$ cat config.mk
export PLATFORM = sky130hd
export DESIGN_NAME = omega_fabric
export DESIGN_NICKNAME = d
export VERILOG_FILES = /design/src/rtl/omega_pkg.sv /design/src/rtl/omega_shuffle.sv /design/src/rtl/omega_switch2x2.sv /design/src/rtl/omega_stage.sv /design/src/rtl/omega_fabric.sv
export SDC_FILE = /design/constraint.sdc
export NUM_CORES = 1
export LEC_CHECK = 0
export ABC_AREA = 1
export BUFFER_PORTS_ARGS = -buffer_cell sky130_fd_sc_hd__buf_2
export CAP_MARGIN = 20
export CELL_PAD_IN_SITES_DETAIL_PLACEMENT = 0
export CELL_PAD_IN_SITES_GLOBAL_PLACEMENT = 1
export CORE_MARGIN = 3
export CORE_UTILIZATION = 47
export CTS_CLUSTER_DIAMETER = 50
export DETAILED_ROUTE_END_ITERATION = 12
export PLACE_DENSITY = 0.91
export SLEW_MARGIN = 20
export SYNTH_ARGS = -nofsm -noshare
export SYNTH_HDL_FRONTEND = slang
export SYNTH_SLANG_ARGS = --single-unit
export TNS_END_PERCENT = 5
$ cat constraint.sdc
create_clock -name clk -period 2.1 [get_ports clk]
set_input_delay 0.42 -clock clk [delete_from_list [all_inputs] [get_ports clk]]
set_output_delay 0.42 -clock clk [all_outputs]
set_load 0.005 [all_outputs]
$ cat src/rtl/omega_pkg.sv
package omega_pkg;

  // Lane index reached by lane idx through a perfect shuffle on 'bits' bits
  function automatic int shuffle_dst(input int idx, input int bits);
    int mask;
    mask = (1 << bits) - 1;
    return ((idx << 1) | (idx >> (bits - 1))) & mask;
  endfunction

  // Destination bit position examined by a given rank (MSB first)
  function automatic int steer_pos(input int rank, input int bits);
    return bits - 1 - rank;
  endfunction

endpackage

$ cat src/rtl/omega_shuffle.sv
module omega_shuffle #(
  parameter int N  = 8,
  parameter int LW = 8,
  localparam int K = $clog2(N)
) (
  input  logic [N-1:0][LW-1:0] lane_i,
  output logic [N-1:0][LW-1:0] lane_o
);

  for (genvar p = 0; p < N; p++) begin : g_wire
    localparam int DST = omega_pkg::shuffle_dst(p, K);
    assign lane_o[DST] = lane_i[p];
  end

endmodule

$ cat src/rtl/omega_switch2x2.sv
module omega_switch2x2 #(
  parameter int LW     = 8,
  parameter int A      = 3,
  parameter int BITPOS = 0
) (
  input  logic [LW-1:0] up_i,
  input  logic [LW-1:0] lo_i,
  output logic [LW-1:0] even_o,
  output logic [LW-1:0] odd_o,
  output logic          lo_lost_o
);

  // Lane layout: {valid, dest[A], src[A], data}; dest LSB sits at LW-1-A
  localparam int DB = LW - 1 - A + BITPOS;

  logic up_v, lo_v, up_b, lo_b;

  assign up_v = up_i[LW-1];
  assign lo_v = lo_i[LW-1];
  assign up_b = up_i[DB];
  assign lo_b = lo_i[DB];

  always_comb begin
    even_o = '0;
    odd_o  = '0;
    if (lo_v && !lo_b) even_o = lo_i;
    if (lo_v &&  lo_b) odd_o  = lo_i;
    // the upper input overrides on a shared request
    if (up_v && !up_b) even_o = up_i;
    if (up_v &&  up_b) odd_o  = up_i;
  end

  assign lo_lost_o = up_v && lo_v && (up_b == lo_b);

endmodule

$ cat src/rtl/omega_stage.sv
module omega_stage #(
  parameter int N = 8,
  parameter int W = 16,
  parameter int S = 0,
  localparam int A  = $clog2(N),
  localparam int LW = 1 + 2 * A + W
) (
  input  logic                 clk,
  input  logic                 rst_n,
  input  logic [N-1:0][LW-1:0] lane_i,
  input  logic [N-1:0]         drop_i,
  output logic [N-1:0][LW-1:0] lane_q,
  output logic [N-1:0]         drop_q,
  output logic [N-1:0]         pre_valid_o,
  output logic [N-1:0]         sw_valid_o,
  output logic [N-1:0]         q_valid_o,
  output logic [N-1:0]         new_drop_o
);

  localparam int HALF   = N / 2;
  localparam int BITPOS = omega_pkg::steer_pos(S, A);

  logic [N-1:0][LW-1:0] shuffled;
  logic [N-1:0][LW-1:0] switched;
  logic [HALF-1:0]      lo_lost;
  logic [HALF-1:0][A-1:0] lo_src;

  omega_shuffle #(.N(N), .LW(LW)) u_shuffle (
    .lane_i(lane_i),
    .lane_o(shuffled)
  );

  for (genvar e = 0; e < HALF; e++) begin : g_elem
    omega_switch2x2 #(.LW(LW), .A(A), .BITPOS(BITPOS)) u_sw (
      .up_i     (shuffled[2*e]),
      .lo_i     (shuffled[2*e+1]),
      .even_o   (switched[2*e]),
      .odd_o    (switched[2*e+1]),
      .lo_lost_o(lo_lost[e])
    );
    assign lo_src[e] = shuffled[2*e+1][A+W-1 -: A];
  end

  always_comb begin
    new_drop_o = '0;
    for (int e = 0; e < HALF; e++) begin
      if (lo_lost[e]) new_drop_o[lo_src[e]] = 1'b1;
    end
  end

  for (genvar p = 0; p < N; p++) begin : g_obs
    assign pre_valid_o[p] = shuffled[p][LW-1];
    assign sw_valid_o[p]  = switched[p][LW-1];
    assign q_valid_o[p]   = lane_q[p][LW-1];
  end

  always_ff @(posedge clk or negedge rst_n) begin
    if (!rst_n) begin
      lane_q <= '0;
      drop_q <= '0;
    end else begin
      lane_q <= switched;
      drop_q <= drop_i | new_drop_o;
    end
  end

endmodule

$ cat src/rtl/omega_fabric.sv
module omega_fabric #(
  parameter int N = 8,
  parameter int W = 16,
  localparam int A = $clog2(N)
) (
  input  logic                clk,
  input  logic                rst_n,
  input  logic [N-1:0]        in_valid,
  input  logic [N-1:0][A-1:0] in_dest,
  input  logic [N-1:0][W-1:0] in_data,
  output logic [N-1:0]        out_valid,
  output logic [N-1:0][A-1:0] out_src,
  output logic [N-1:0][W-1:0] out_data,
  output logic [N-1:0]        blocked
);

  localparam int K  = A;
  localparam int LW = 1 + 2 * A + W;

  logic [N-1:0][LW-1:0] lanes [K+1];
  logic [N-1:0]         drops [K+1];

  // observation wires for the bound checker
  logic [N-1:0]         st_pre_valid [K];
  logic [N-1:0]         st_sw_valid  [K];
  logic [N-1:0]         st_q_valid   [K];
  logic [N-1:0]         st_new_drop  [K];
  logic [N-1:0]         st_drop_in   [K];
  logic [N-1:0][A-1:0]  fin_dest;

  for (genvar p = 0; p < N; p++) begin : g_entry
    assign lanes[0][p] = in_valid[p] ? {1'b1, in_dest[p], A'(p), in_data[p]}
                                     : '0;
  end
  assign drops[0] = '0;

  for (genvar s = 0; s < K; s++) begin : g_rank
    omega_stage #(.N(N), .W(W), .S(s)) u_stage (
      .clk        (clk),
      .rst_n      (rst_n),
      .lane_i     (lanes[s]),
      .drop_i     (drops[s]),
      .lane_q     (lanes[s+1]),
      .drop_q     (drops[s+1]),
      .pre_valid_o(st_pre_valid[s]),
      .sw_valid_o (st_sw_valid[s]),
      .q_valid_o  (st_q_valid[s]),
      .new_drop_o (st_new_drop[s])
    );
    assign st_drop_in[s] = drops[s];
  end

  for (genvar p = 0; p < N; p++) begin : g_exit
    assign out_valid[p] = lanes[K][p][LW-1];
    assign fin_dest[p]  = lanes[K][p][LW-2 -: A];
    assign out_src[p]   = lanes[K][p][A+W-1 -: A];
    assign out_data[p]  = lanes[K][p][W-1:0];
  end

  assign blocked = drops[K];

endmodule

After elaboration in Yosys (flattened, before gate mapping). Index checks and enable logic that the tools add are counted.

Bitwise logic cells: 11. Equal/unequal tests: 12. Reduce and logical (&&, ||, !) cells: 108. $lt $le $gt $ge: 24. Muxes and demuxes: 92.

Operators with widths (number): 2-to-1 mux 23 bit (56); 2-to-1 mux 8 bit (12); bitwise OR 8 bit (11); logical AND 1 bit (84); < comparator 3 x 4 -> 1 bit, second input constant (12); demux 1 bit (select 3 bit) (12); greater-or-equal comparator 3 x 1 -> 1 bit, second input constant (12); logical NOT 1 bit (24); == test 1 bit (12); 2-to-1 mux 1 bit (12).

Logic and storage cells: 274. Input bits: 162. Output and inout bits: 168. Register bits after elaboration: 576.

Longest topological paths before layout.
Depth in word-level cells: 12. Gate-level depth with buffers: 6. Depth with buffers taken out: 6.

Cells and area by module. From an unflattened synthesis, not the netlist that was laid out.

Cells, all modules: 3651. Area, all modules: 30440.4 sq um.

Modules (own cells, without submodules): omega_stage (cells each 302, sequential area each 4804.6 sq um, times used 3, area an instance 5303.8 sq um); omega_switch2x2 (g_rank[1].u_stage.g_elem[0].u_sw ...) (cells each 156, sequential area each 0.0 sq um, times used 8, area an instance 792.0 sq um); omega_shuffle (cells each 184, sequential area each 0.0 sq um, times used 3, area an instance 1381.3 sq um); omega_switch2x2 (g_rank[0].u_stage.g_elem[0].u_sw ...) (cells each 156, sequential area each 0.0 sq um, times used 4, area an instance 675.6 sq um); omega_fabric (cells each 321, sequential area each 0.0 sq um, times used 1, area an instance 1346.3 sq um).

Worst setup path before layout. No wires, ideal clock.

Kind: input to register. From: input in_dest[8] (netlist name). To: register g_rank[0].u_stage.drop_q[6]. Required time: 1.985 ns. Path buffers: 1. Library setup time: 0.115 ns. Path slack: 0.970 ns. Data arrival time: 1.015 ns. Stages on the path: 5. Path through: nand2_1 > buf_2 > ha_1 > nand2_1 > nor2_1.

Cells in the longest elaborated chain, start to end: 6.

Ends and longest elaborated chain: from (decl) (line omega_fabric.sv:9) `input logic [N-1:0][A-1:0] in_dest,`; 2-to-1 mux 23 bit (*) (line omega_fabric.sv:32) `assign lanes[0][p] = in_valid[p] ? {1'b1, in_dest[p], A'(p), in_data[p]}`; == test 1 bit (*) (line omega_switch2x2.sv:33) `assign lo_lost_o = up_v && lo_v && (up_b == lo_b);`; logical AND 1 bit (*) (line omega_switch2x2.sv:33); 2-to-1 mux 8 bit (*) (line omega_stage.sv:47) `if (lo_lost[e]) new_drop_o[lo_src[e]] = 1'b1;`; bitwise OR 8 bit (no line); 2-to-1 mux 8 bit (*) (line omega_stage.sv:47); named net g_rank[0].u_stage.new_drop_o[6] (line omega_stage.sv:17) `output logic [N-1:0] new_drop_o`; to (signal assigned) (line omega_stage.sv:63) `drop_q <= drop_i | new_drop_o;`; to (decl) (line omega_stage.sv:13) `output logic [N-1:0] drop_q,`.

Mark *: on every way through the listed nets, which the timed path passes. The rest lies on a longest branch.

Worst setup path after layout.
From: register g_rank[0].u_stage.lane_q[66] (netlist name). To: register g_rank[1].u_stage.lane_q[96] (netlist name).

Cells in the longest elaborated chain, start to end: 3.

Ends and longest elaborated chain: from (decl) (line omega_stage.sv:12) `output logic [N-1:0][LW-1:0] lane_q,`; from (signal assigned) (line omega_stage.sv:62) `lane_q <= switched;`; logical NOT 1 bit (line omega_switch2x2.sv:29) `if (up_v && !up_b) even_o = up_i;`; logical AND 1 bit (line omega_switch2x2.sv:29); 2-to-1 mux 23 bit (line omega_switch2x2.sv:29); named net g_rank[1].u_stage.g_elem[2].u_sw.even_o[4] (line omega_switch2x2.sv:8) `output logic [LW-1:0] even_o,`; to (signal assigned) (line omega_stage.sv:62); to (decl) (line omega_stage.sv:12).

The timed path passes the listed nets, and every way through them passes these cells.

==> metrics.yaml <==
clocking:
  clkLatencyLatePin_ps: 560
  ctsResizeCount: 0
  clock_path_buffers: 3
  cts.sinks: 501
  cts_tree: "done"
  cts_root_buffer: "clkbuf_16"
  clk_pin_slew_worst_paths_ps: 60
  htreeDepth: 2
  cts_buffers: 50
floorplan:
  die_w_um: 204
  ioPinCount: 330
  die_area_um2: 41800
  initial_core_util_pct: 47.8
  core_um2: 38700
  row_count: 72
  die_y_um: 204
synthesis:
  synth_enable_flop_cells: 0
  synthTopCellsByCount: "dfrtp_1 (501), inv_1 (484), o22ai_1 (433)"
  synthAdderAreaFrac_pct: 0.270
  synth_top_family_by_area: "compound AO/OA/AOI/OAI gates"
  yosys_warnings: 0
  synth_area_leader_cell: "dfrtp_1"
  postSynthAreaPerCell_um2: 10.9
  synth_compound_area_share_pct: 14.8
  synth_top_area_share_pct: 67.7
  ys_types: 20
  synth.most_common_cell: "dfrtp_1"
  synth_seq_cells: 501
  ys_seq_area_share_pct: 67.7
  synth_area_um2: 18500
  synth_area_leaders: "dfrtp_1 (68%), o22ai_1 (15%), inv_1 (9.8%)"
  synth-xor-area-share_pct: 0
  async_flop_share_pct: 100
  synth_mux_area_share_pct: 0
  syn_inst: 1694
  synthFlopType: "dfrtp_1"
  yosys.area_share.simple_pct: 3.75
power_and_ir_drop:
  p_per_area_nw_per_um2: 950
  power.leakage_nw: 11.8
  max-vdd-ir-drop_v: 0.000794
global_routing:
  antenna_found_initial: 0
  grt_start_max_net_pins: 95
  grt_pass1_wl_um: 81700
  gr-total-overflow: 0
  grt_pass1_vias: 14000
  grtUsageTotal_pct: 26.1
route:
  drtAntennaViolNets: 0
  drc_errors: 0
  drt-pass1-iter-count: 5
  detail_route.wl_per_cell_um: 21.2
  vias: 13700
  vias_per_cell: 5.31
  drt_iter0_drc: 1181
  totalWireLength_um: 54600
critical_path:
  crit-reg2reg-launch: "g_rank[0].u_stage.lane_q[66]"
  r2r_setup_slack_ps: 450
  critPathRequiredTime_ps: 2560
  end_kind: "flip-flop"
  critPathMaxFanout: 21
  path_class: "reg -> reg"
  cp-start-kind: "flip-flop"
  critPathArrivalTime_ps: 2110
  reg2reg_depth: 4
  rr_endpoint: "g_rank[1].u_stage.lane_q[96]"
timing:
  post-route-min-period_ps: 1650
  slew_viol_final: 0
  finClkSkew_ps: 9.34
  fin_setup_tns_ps: 0
  rsz0062_at_grt: "no"
  timing.fmax_ghz: 0.607
  hold_viol_final: 0
  max-slew-margin-rel_pct: 58.4
  timing.hold.ws_ps: 90.7
  finalCritPeriodShare_pct: 78.4
  worst_pin_slew_ps: 622
  setup_viol: 0
placement:
  place_area_um2: 20600
  dp.cells: 2485
  hpwl_um: 41000
  io_buffers: 329
  gp_congestion: 0.919
layout:
  layout.nets: 2186
  drive_gt1_share_pct: 22.8
  final_cells: 2577
  final_util_pct: 57.5
  diodes: 0
  syn_to_final_growth_pct: 20.3
  finalInstanceArea_um2: 22300
worst_hold_path:
  holdPathStages: 3
  worstHoldPathType: "in -> reg"
  worstHoldEndpoint: "g_rank[0].u_stage.drop_q[5]"
  hold_start: "in_valid[1]"
job:
  drv_cap: 0
run_status:
  status: "finished, final reports clean"
## how the worst max path moves through the flow
stage                            startpoint  slack [ps]  cells past startpoint                       endpoint
5_1_grt        g_rank[0].u_stage.lane_q[62]         390                      3  g_rank[1].u_stage.lane_q[118]
3_3_place_gp   g_rank[0].u_stage.lane_q[62]         490                      3  g_rank[1].u_stage.lane_q[118]
6_report       g_rank[0].u_stage.lane_q[66]         450                      4   g_rank[1].u_stage.lane_q[96]
3_5_place_dp   g_rank[0].u_stage.lane_q[62]         480                      3  g_rank[1].u_stage.lane_q[118]
2_1_floorplan                    in_dest[8]         970                      5    g_rank[0].u_stage.drop_q[6]
4_1_cts        g_rank[0].u_stage.lane_q[62]         470                      3  g_rank[1].u_stage.lane_q[118]
## where the power goes
| group | internal, W | total [W] | switching [W] |
|---|---|---|---|
| logic | 0.000618 | 0.00191 | 0.00129 |
| registers | 0.0101 | 0.0104 | 0.000236 |
| clock network | 0.00523 | 0.00888 | 0.00366 |
## sequential cells by signal (all words and copies together) (netlist names)
register	cells
g_rank.u_stage.lane_q	480
g_rank.u_stage.drop_q	21
## cell usage in the layout, fill, tap and decap left out, types with 6 or more instances in the layout
cell       count
buf_12         6
buf_2        328
buf_4         42
clkbuf_1       8
clkbuf_16     53
clkbuf_8      14
clkinv_2       8
dfrtp_1      501
inv_1        484
nand2_1       87
nand2_2        6
nand3_1       30
nor2_1        30
o22ai_1      433
## routing by layer
layer | part of all wire (%) | up-vias | GRT usage [%]
li1 | - | 6144 | -
met1 | 42 | 6808 | 36.3
met2 | 47 | 627 | 41.8
met3 | 7.0 | 104 | 4.01
met4 | 4.0 | 0 | 9.93
met5 | 0 | - | 0
## cell type report
class	instances	area (um2)
clock inverters	16	128
fillers	3339	16500
flip-flops and latches	501	12500
multi-input cells	605	3500
clock buffers	75	1550
inverters	484	1820
repair buffers	378	2100
well taps	518	648
## cells by family (layout without fill, tap and decap cells)
kind of cell	Yosys count	in the layout
compound gates	439	439
fa+ha+maj	4	4
buf+inv	589	953
flops	501	501
other cells	1	2
simple gates	160	160
## timing repair
item	in CTS	in global routing
endpoints found under the setup margin	0	0
hold endpoints to repair	29	0
buffers inserted	0	0
hold buffers	1	0
## worst max-delay path, cell delays in order (launching register included)
cell and delay [ps]:
dfrtp_1 370, inv_1 60, nand2_2 420, nand3_4 400, o22ai_1 290
## per-stage QoR
| step | setup WS, ps | total power [W] |
|---|---|---|
| final | 453 | 0.0212 |
| after global routing | 389 | 0.0219 |
| after CTS | 469 | 0.0213 |
| after detailed placement | 483 | 0.0125 |
| after global placement | 493 | 0.0124 |
| after floorplan | 970 | 0.0115 |
Power figures use the tool's default switching activity.
